### src/rtl/spi_dbuf_ctrl.sv
module spi_dbuf_ctrl (
  input  logic        clk,
  input  logic        rst_n,
  input  logic        bus_wr,
  input  logic        bus_rd,
  input  logic [1:0]  bus_addr,
  input  logic [15:0] bus_wdata,
  output logic [15:0] bus_rdata,
  output logic        irq,
  output logic        sck_o,
  output logic        sck_oe,
  input  logic        sck_i,
  input  logic        ss_n_i,
  input  logic        sdi,
  output logic        sdo
);
  localparam int PRESC_W = 3;
  localparam int DIV_W = 1 << PRESC_W;
  localparam logic [1:0] A_CTRL = 2'd0, A_STAT = 2'd1, A_DATA = 2'd2;

  logic [7:0] ctrl;
  logic en, ovf, irqf, rx_full, tx_full, busy, phase, samp;
  logic [15:0] sr, txbuf, rxbuf;
  logic [3:0] bit_cnt;
  logic [DIV_W-1:0] div_cnt, div_lim;
  logic sck_m, sck_s, ss_m, ss_s, lvl_q;

  wire master = ctrl[5];
  wire wide   = ctrl[3];
  wire cpol   = ctrl[4];
  wire lock   = ovf & rx_full;
  wire wr_ctrl = bus_wr && bus_addr == A_CTRL;
  wire wr_stat = bus_wr && bus_addr == A_STAT;
  wire wr_data = bus_wr && bus_addr == A_DATA;
  wire rd_data = bus_rd && bus_addr == A_DATA;

  assign div_lim = (DIV_W'(1) << ctrl[PRESC_W-1:0]) - DIV_W'(1);
  wire tick  = busy && div_cnt == div_lim;
  wire lvl   = sck_s ^ cpol;
  wire act   = en & ~lock & (master ? busy : ~ss_s);
  wire lead  = act & (master ? (tick & ~phase) : (lvl & ~lvl_q));
  wire trail = act & (master ? (tick & phase) : (~lvl & lvl_q));
  wire last  = bit_cnt == (wide ? 4'd15 : 4'd7);
  wire done  = trail & last;
  wire [15:0] sr_nx = {sr[14:0], samp};
  wire load  = en & ~lock & tx_full & (master ? ~busy : (bit_cnt == 4'd0 && !trail));

  assign irq    = irqf & ctrl[7];
  assign sck_o  = phase ^ cpol;
  assign sck_oe = en & master;
  assign sdo    = wide ? sr[15] : sr[7];

  always_comb begin
    case (bus_addr)
      A_CTRL:  bus_rdata = {8'h00, ctrl};
      A_STAT:  bus_rdata = {en, 6'd0, irqf, 1'b0, ovf, 3'd0, busy, tx_full, rx_full};
      A_DATA:  bus_rdata = rxbuf;
      default: bus_rdata = 16'h0000;
    endcase
  end

  always_ff @(posedge clk or negedge rst_n) begin
    if (!rst_n) begin
      ctrl <= '0; en <= 1'b0; ovf <= 1'b0; irqf <= 1'b0;
      rx_full <= 1'b0; tx_full <= 1'b0; busy <= 1'b0; phase <= 1'b0; samp <= 1'b0;
      sr <= '0; txbuf <= '0; rxbuf <= '0; bit_cnt <= '0; div_cnt <= '0;
      sck_m <= 1'b0; sck_s <= 1'b0; ss_m <= 1'b1; ss_s <= 1'b1; lvl_q <= 1'b0;
    end else begin
      sck_m <= sck_i; sck_s <= sck_m;
      ss_m  <= ss_n_i; ss_s <= ss_m;
      lvl_q <= lvl;
      if (wr_ctrl) ctrl <= bus_wdata[7:0];
      if (wr_stat) begin
        en <= bus_wdata[15];
        if (!bus_wdata[6]) ovf <= 1'b0;
        if (!bus_wdata[8]) irqf <= 1'b0;
      end
      if (rd_data) rx_full <= 1'b0;
      if (load) begin
        sr <= txbuf;
        tx_full <= 1'b0;
        if (master) busy <= 1'b1;
      end
      if (wr_data) begin
        txbuf <= bus_wdata;
        tx_full <= 1'b1;
      end
      if (lead) samp <= sdi;
      if (trail) begin
        sr <= sr_nx;
        bit_cnt <= last ? 4'd0 : bit_cnt + 4'd1;
      end
      if (done) begin
        irqf <= 1'b1;
        busy <= 1'b0;
        if (rx_full && !rd_data) ovf <= 1'b1;
        else begin
          rxbuf <= wide ? sr_nx : {8'h00, sr_nx[7:0]};
          rx_full <= 1'b1;
        end
      end
      if (busy) begin
        if (tick) begin
          div_cnt <= '0;
          phase <= ~phase;
        end else div_cnt <= div_cnt + DIV_W'(1);
      end else begin
        div_cnt <= '0;
        phase <= 1'b0;
      end
      if (!master && ss_s) bit_cnt <= 4'd0;
      if (!en) begin
        busy <= 1'b0; phase <= 1'b0; bit_cnt <= 4'd0; div_cnt <= '0;
      end
    end
  end

  a_r4_drop_new_word: assert property (@(posedge clk) disable iff (!rst_n)
    (done && rx_full && !rd_data) |=> ($stable(rxbuf) && ovf));
  a_r5_lock_freezes: assert property (@(posedge clk) disable iff (!rst_n)
    (lock && en) |=> ($stable(sr) && $stable(bit_cnt) && !busy));
  a_r6_write_sets_full: assert property (@(posedge clk) disable iff (!rst_n)
    wr_data |=> tx_full);
  a_r7_done_flags: assert property (@(posedge clk) disable iff (!rst_n)
    done |=> irqf);
  a_r11_disable_idles: assert property (@(posedge clk) disable iff (!rst_n)
    !en |=> (!busy && !phase && bit_cnt == 4'd0));
  a_r2_load_starts: assert property (@(posedge clk) disable iff (!rst_n)
    (load && master) |=> busy);
endmodule

### config.mk
export PLATFORM = sky130hd
export DESIGN_NAME = spi_dbuf_ctrl
export DESIGN_NICKNAME = d
export VERILOG_FILES = /design/src/rtl/spi_dbuf_ctrl.sv
export SDC_FILE = /design/constraint.sdc
export NUM_CORES = 1
export LEC_CHECK = 0
export BUFFER_PORTS_ARGS = -buffer_cell sky130_fd_sc_hd__buf_2
export CORE_MARGIN = 4
export CORE_UTILIZATION = 63
export CTS_BUF_LIST = sky130_fd_sc_hd__clkbuf_16
export DETAILED_ROUTE_END_ITERATION = 16
export GPL_TIMING_DRIVEN = 0
export MAX_ROUTING_LAYER = met4
export PLACE_DENSITY = 0.83
export SLEW_MARGIN = 20
export SYNTH_ARGS = -nofsm -noshare
export SYNTH_HDL_FRONTEND = slang
export SYNTH_SLANG_ARGS = --single-unit
export TNS_END_PERCENT = 30
### constraint.sdc
create_clock -name clk -period 4.5 [get_ports clk]
set_input_delay 0.675 -clock clk [delete_from_list [all_inputs] [get_ports clk]]
set_output_delay 0.675 -clock clk [all_outputs]
set_load 0.05 [all_outputs]
==> run_results.csv <==
group,metric,value,unit
run_status,outcome,"completed",
global_route,grt_use_total,0.2538,
timing,rsz0062_at_grt,"no",
timing,post-route-period-util,0.7312,
synthesis,yosys.area.top_type,"dfrtp_1",
clocking,cts_hold_buffers,0,
global_route,grt_max_degree,44,
floorplan,core-area,0.006386,mm^2
critical_path,cp_cell_sequence,"buf_6 > or3_1 > ha_1 > xnor2_2 > a31oi_1 > a2111oi_4 > o31ai_4 > o41ai_1 > mux2_1",
clocking,cts_max_path_buffers,2,
timing,fin_skew,6.500,ps
placed_design,dp.cells,460,
synthesis,synthTopCellsByArea,"dfrtp_1 (48%), mux2_2 (8.7%), mux2_4 (5.8%), mux2_1 (4.9%), mux2i_1 (2.7%)",
final_layout,final_cells,476,
global_route,grt_overflow_total,0,
timing,relSlewSlack,0.4521,
placed_design,place_congestion,0.9147,
floorplan,die_y,89.17,um
global_route,grt_pass1_wl,14710,um
final_layout,drive_gt1_frac,0.3283,
clocking,cts_tree,"done",
timing,hold_viol_final,0,
run,maxCapViolCount,0,
final_layout,area_growth,16.55,%
timing,hold-worst-slack,332.2,ps
floorplan,start_util,0.6499,
drt,dr.pass1.iters,4,
placed_design,dpl.hpwl,6255,um
synthesis,postSynth.asyncResetShare,1.000,
synthesis,synth_ff_type,"dfrtp_1",
global_route,grt_use_met1,0.3223,
critical_path,critPathLaunchType,"flop",
timing,slew_violations,0,
global_route,met3_usage,0.05346,
synthesis,synth_warnings,0,
global_route,use_met2,0.4086,
placed_design,postPlaceCellArea,0.004502,mm^2
drt,wirelength,8998,um
synthesis,synth_most_common_cell,"dfrtp_1",
synthesis,synth_top_area_share,0.4763,
synthesis,synth_commonest_cells,"dfrtp_1 (79), mux2_2 (32), nand2_1 (20)",
clocking,clk_latency,330,ps
worst_hold_path,worstHoldPathType,"in -> async",
placed_design,portBuffers,44,
clocking,clk_pin_slew,60,ps
clocking,postCtsSetupRepairBufs,0,
critical_path,crit_required,4710,ps
critical_path,arrival,3500,ps
clocking,htreeDepth,3,
pwr,powerDensity,496.0,mW/mm^2
synthesis,synth-edff-count,0,
drt,routedWlPerCell,18.90,um
drt,drtIter0Drc,137,
critical_path,max_stage_delay,530,ps
timing,setup_viol,0,
synthesis,syn_area,0.004150,mm^2
timing,fin_crit,3290,ps
critical_path,rr_worst_depth,9,
floorplan,pin_count,45,
synthesis,avgSynthCellArea,12.32,um^2
final_layout,fin_area,0.004837,mm^2
pwr,power_leakage,2.301,nW
floorplan,dieArea,0.007950,mm^2
global_route,top_usage_layer,"met2",
timing,fmax,303.9,MHz
critical_path,cp_slowest_cell,"o41ai_1",
drt,viasPerCell,6.076,
drt,drtAntennaViolNets,0,
clocking,root_buffer,"clkbuf_16",
critical_path,end_kind,"flop",
floorplan,die_w,89.17,um
pwr,vdd_ir_drop_max,0.0003777,V
timing,tightest_slew,818.9,ps
clocking,cts_buffers,9,
drt,dr_total_vias,2892,
floorplan,rows,29,
critical_path,worst-setup-path-type,"reg -> reg",
timing,fin_tns_setup,0,ps
drt,drc,0,
global_route,antenna_found_initial,0,
clocking,cts_num_sinks,81,
synthesis,syn_nets,366,
final_layout,nets,423,
critical_path,cp_max_fo,10,
synthesis,yosys_register_bits,81,
final_layout,diodes,0,
synthesis,syn_inst,337,
clocking,cts_resized,0,
synthesis,yosysSeqAreaShare,0.4890,
global_route,grt_pass1_vias,3025,
synthesis,ys_types,57,
## path summary, 6_finish.rpt
path	start	end	slack [ps]
worst min register to register	sck_m	sck_s	350
max in group asynchronous	rst_n	txbuf[7]	3570
worst max register to register	ctrl[1]	samp	1210
worst min-delay path	rst_n	rxbuf[14]	330
worst max-delay path	ctrl[1]	samp	1210
min in group clk	sck_m	sck_s	350
## metal layers
metal,part of all wire,routed length [um],vias up
met5,0,0,-
met4,0.019,170,0
met3,0.051,463,19
met2,0.50,4479,80
met1,0.43,3884,1472
li1,-,-,1321
## stage by stage
step | total power [mW] | util | worst slack [ps]
after floorplan | 1.423 | - | 1577
after global routing | 2.512 | 0.7574 | 1053
after global placement | 1.549 | 0.6995 | 1315
final | 2.399 | 0.7574 | 1210
after detailed placement | 1.584 | 0.7049 | 1208
after CTS | 2.411 | 0.7574 | 1199
## cell families after synthesis
| group | after synthesis | share of synthesized area |
|---|---|---|
| flops | 81 | 0.4890 |
| simple gates | 95 | 0.1254 |
| fa+ha+maj | 4 | 0.01206 |
| compound gates | 42 | 0.08864 |
| mux | 77 | 0.2201 |
| xor+xnor | 14 | 0.03135 |
| buf+inv | 24 | 0.03346 |
## critical path, delay by kind of cell (launching register included)
family	cells	cell delay (ps)
simple gates	1	370
xor+xnor	1	260
flops	1	400
compound gates	4	1300
mux	1	370
buf+inv	1	160
fa+ha+maj	1	310
## report_power, final
part | total (mW) | internal, mW | switching, mW
Combinational | 0.590 | 0.304 | 0.286
Clock | 0.820 | 0.537 | 0.283
Sequential | 0.989 | 0.866 | 0.123
Total | 2.40 | 1.71 | 0.692
## layout make-up
type / instances / area, um^2
sequential: 81 / 2029
multi-input combinational: 232 / 1987
fill: 426 / 1549
timing repair buffer: 46 / 250.2
clock buffer: 9 / 225.2
clock inverter: 7 / 110.1
buffer: 15 / 105.1
tap: 77 / 96.34
inverter: 9 / 33.78
## cells in the final DEF, fill, tap and decap left out, types with 11 or more instances in the layout
cell type | netlist | final
mux2_1 | 18 | 18
mux2_2 | 32 | 32
mux2_4 | 16 | 16
dfrtp_1 | 79 | 79
buf_2 | 3 | 46
nand2_1 | 20 | 20
nor2_1 | 18 | 18
and3_1 | 12 | 12
mux2i_1 | 11 | 11
## registers in the layout, indices dropped and copies added, names as in the netlist
signal	count
busy	1
sr	16
lvl_q	1
bit_cnt	4
ovf	1
tx_full	1
sck_m	1
ss_m	1
irqf	1
phase	1
ss_s	1
samp	1
txbuf	16
rxbuf	16
sck_s	1
en	1
div_cnt	8
rx_full	1
ctrl	8
Note: power is estimated with default switching activity, not from simulation.
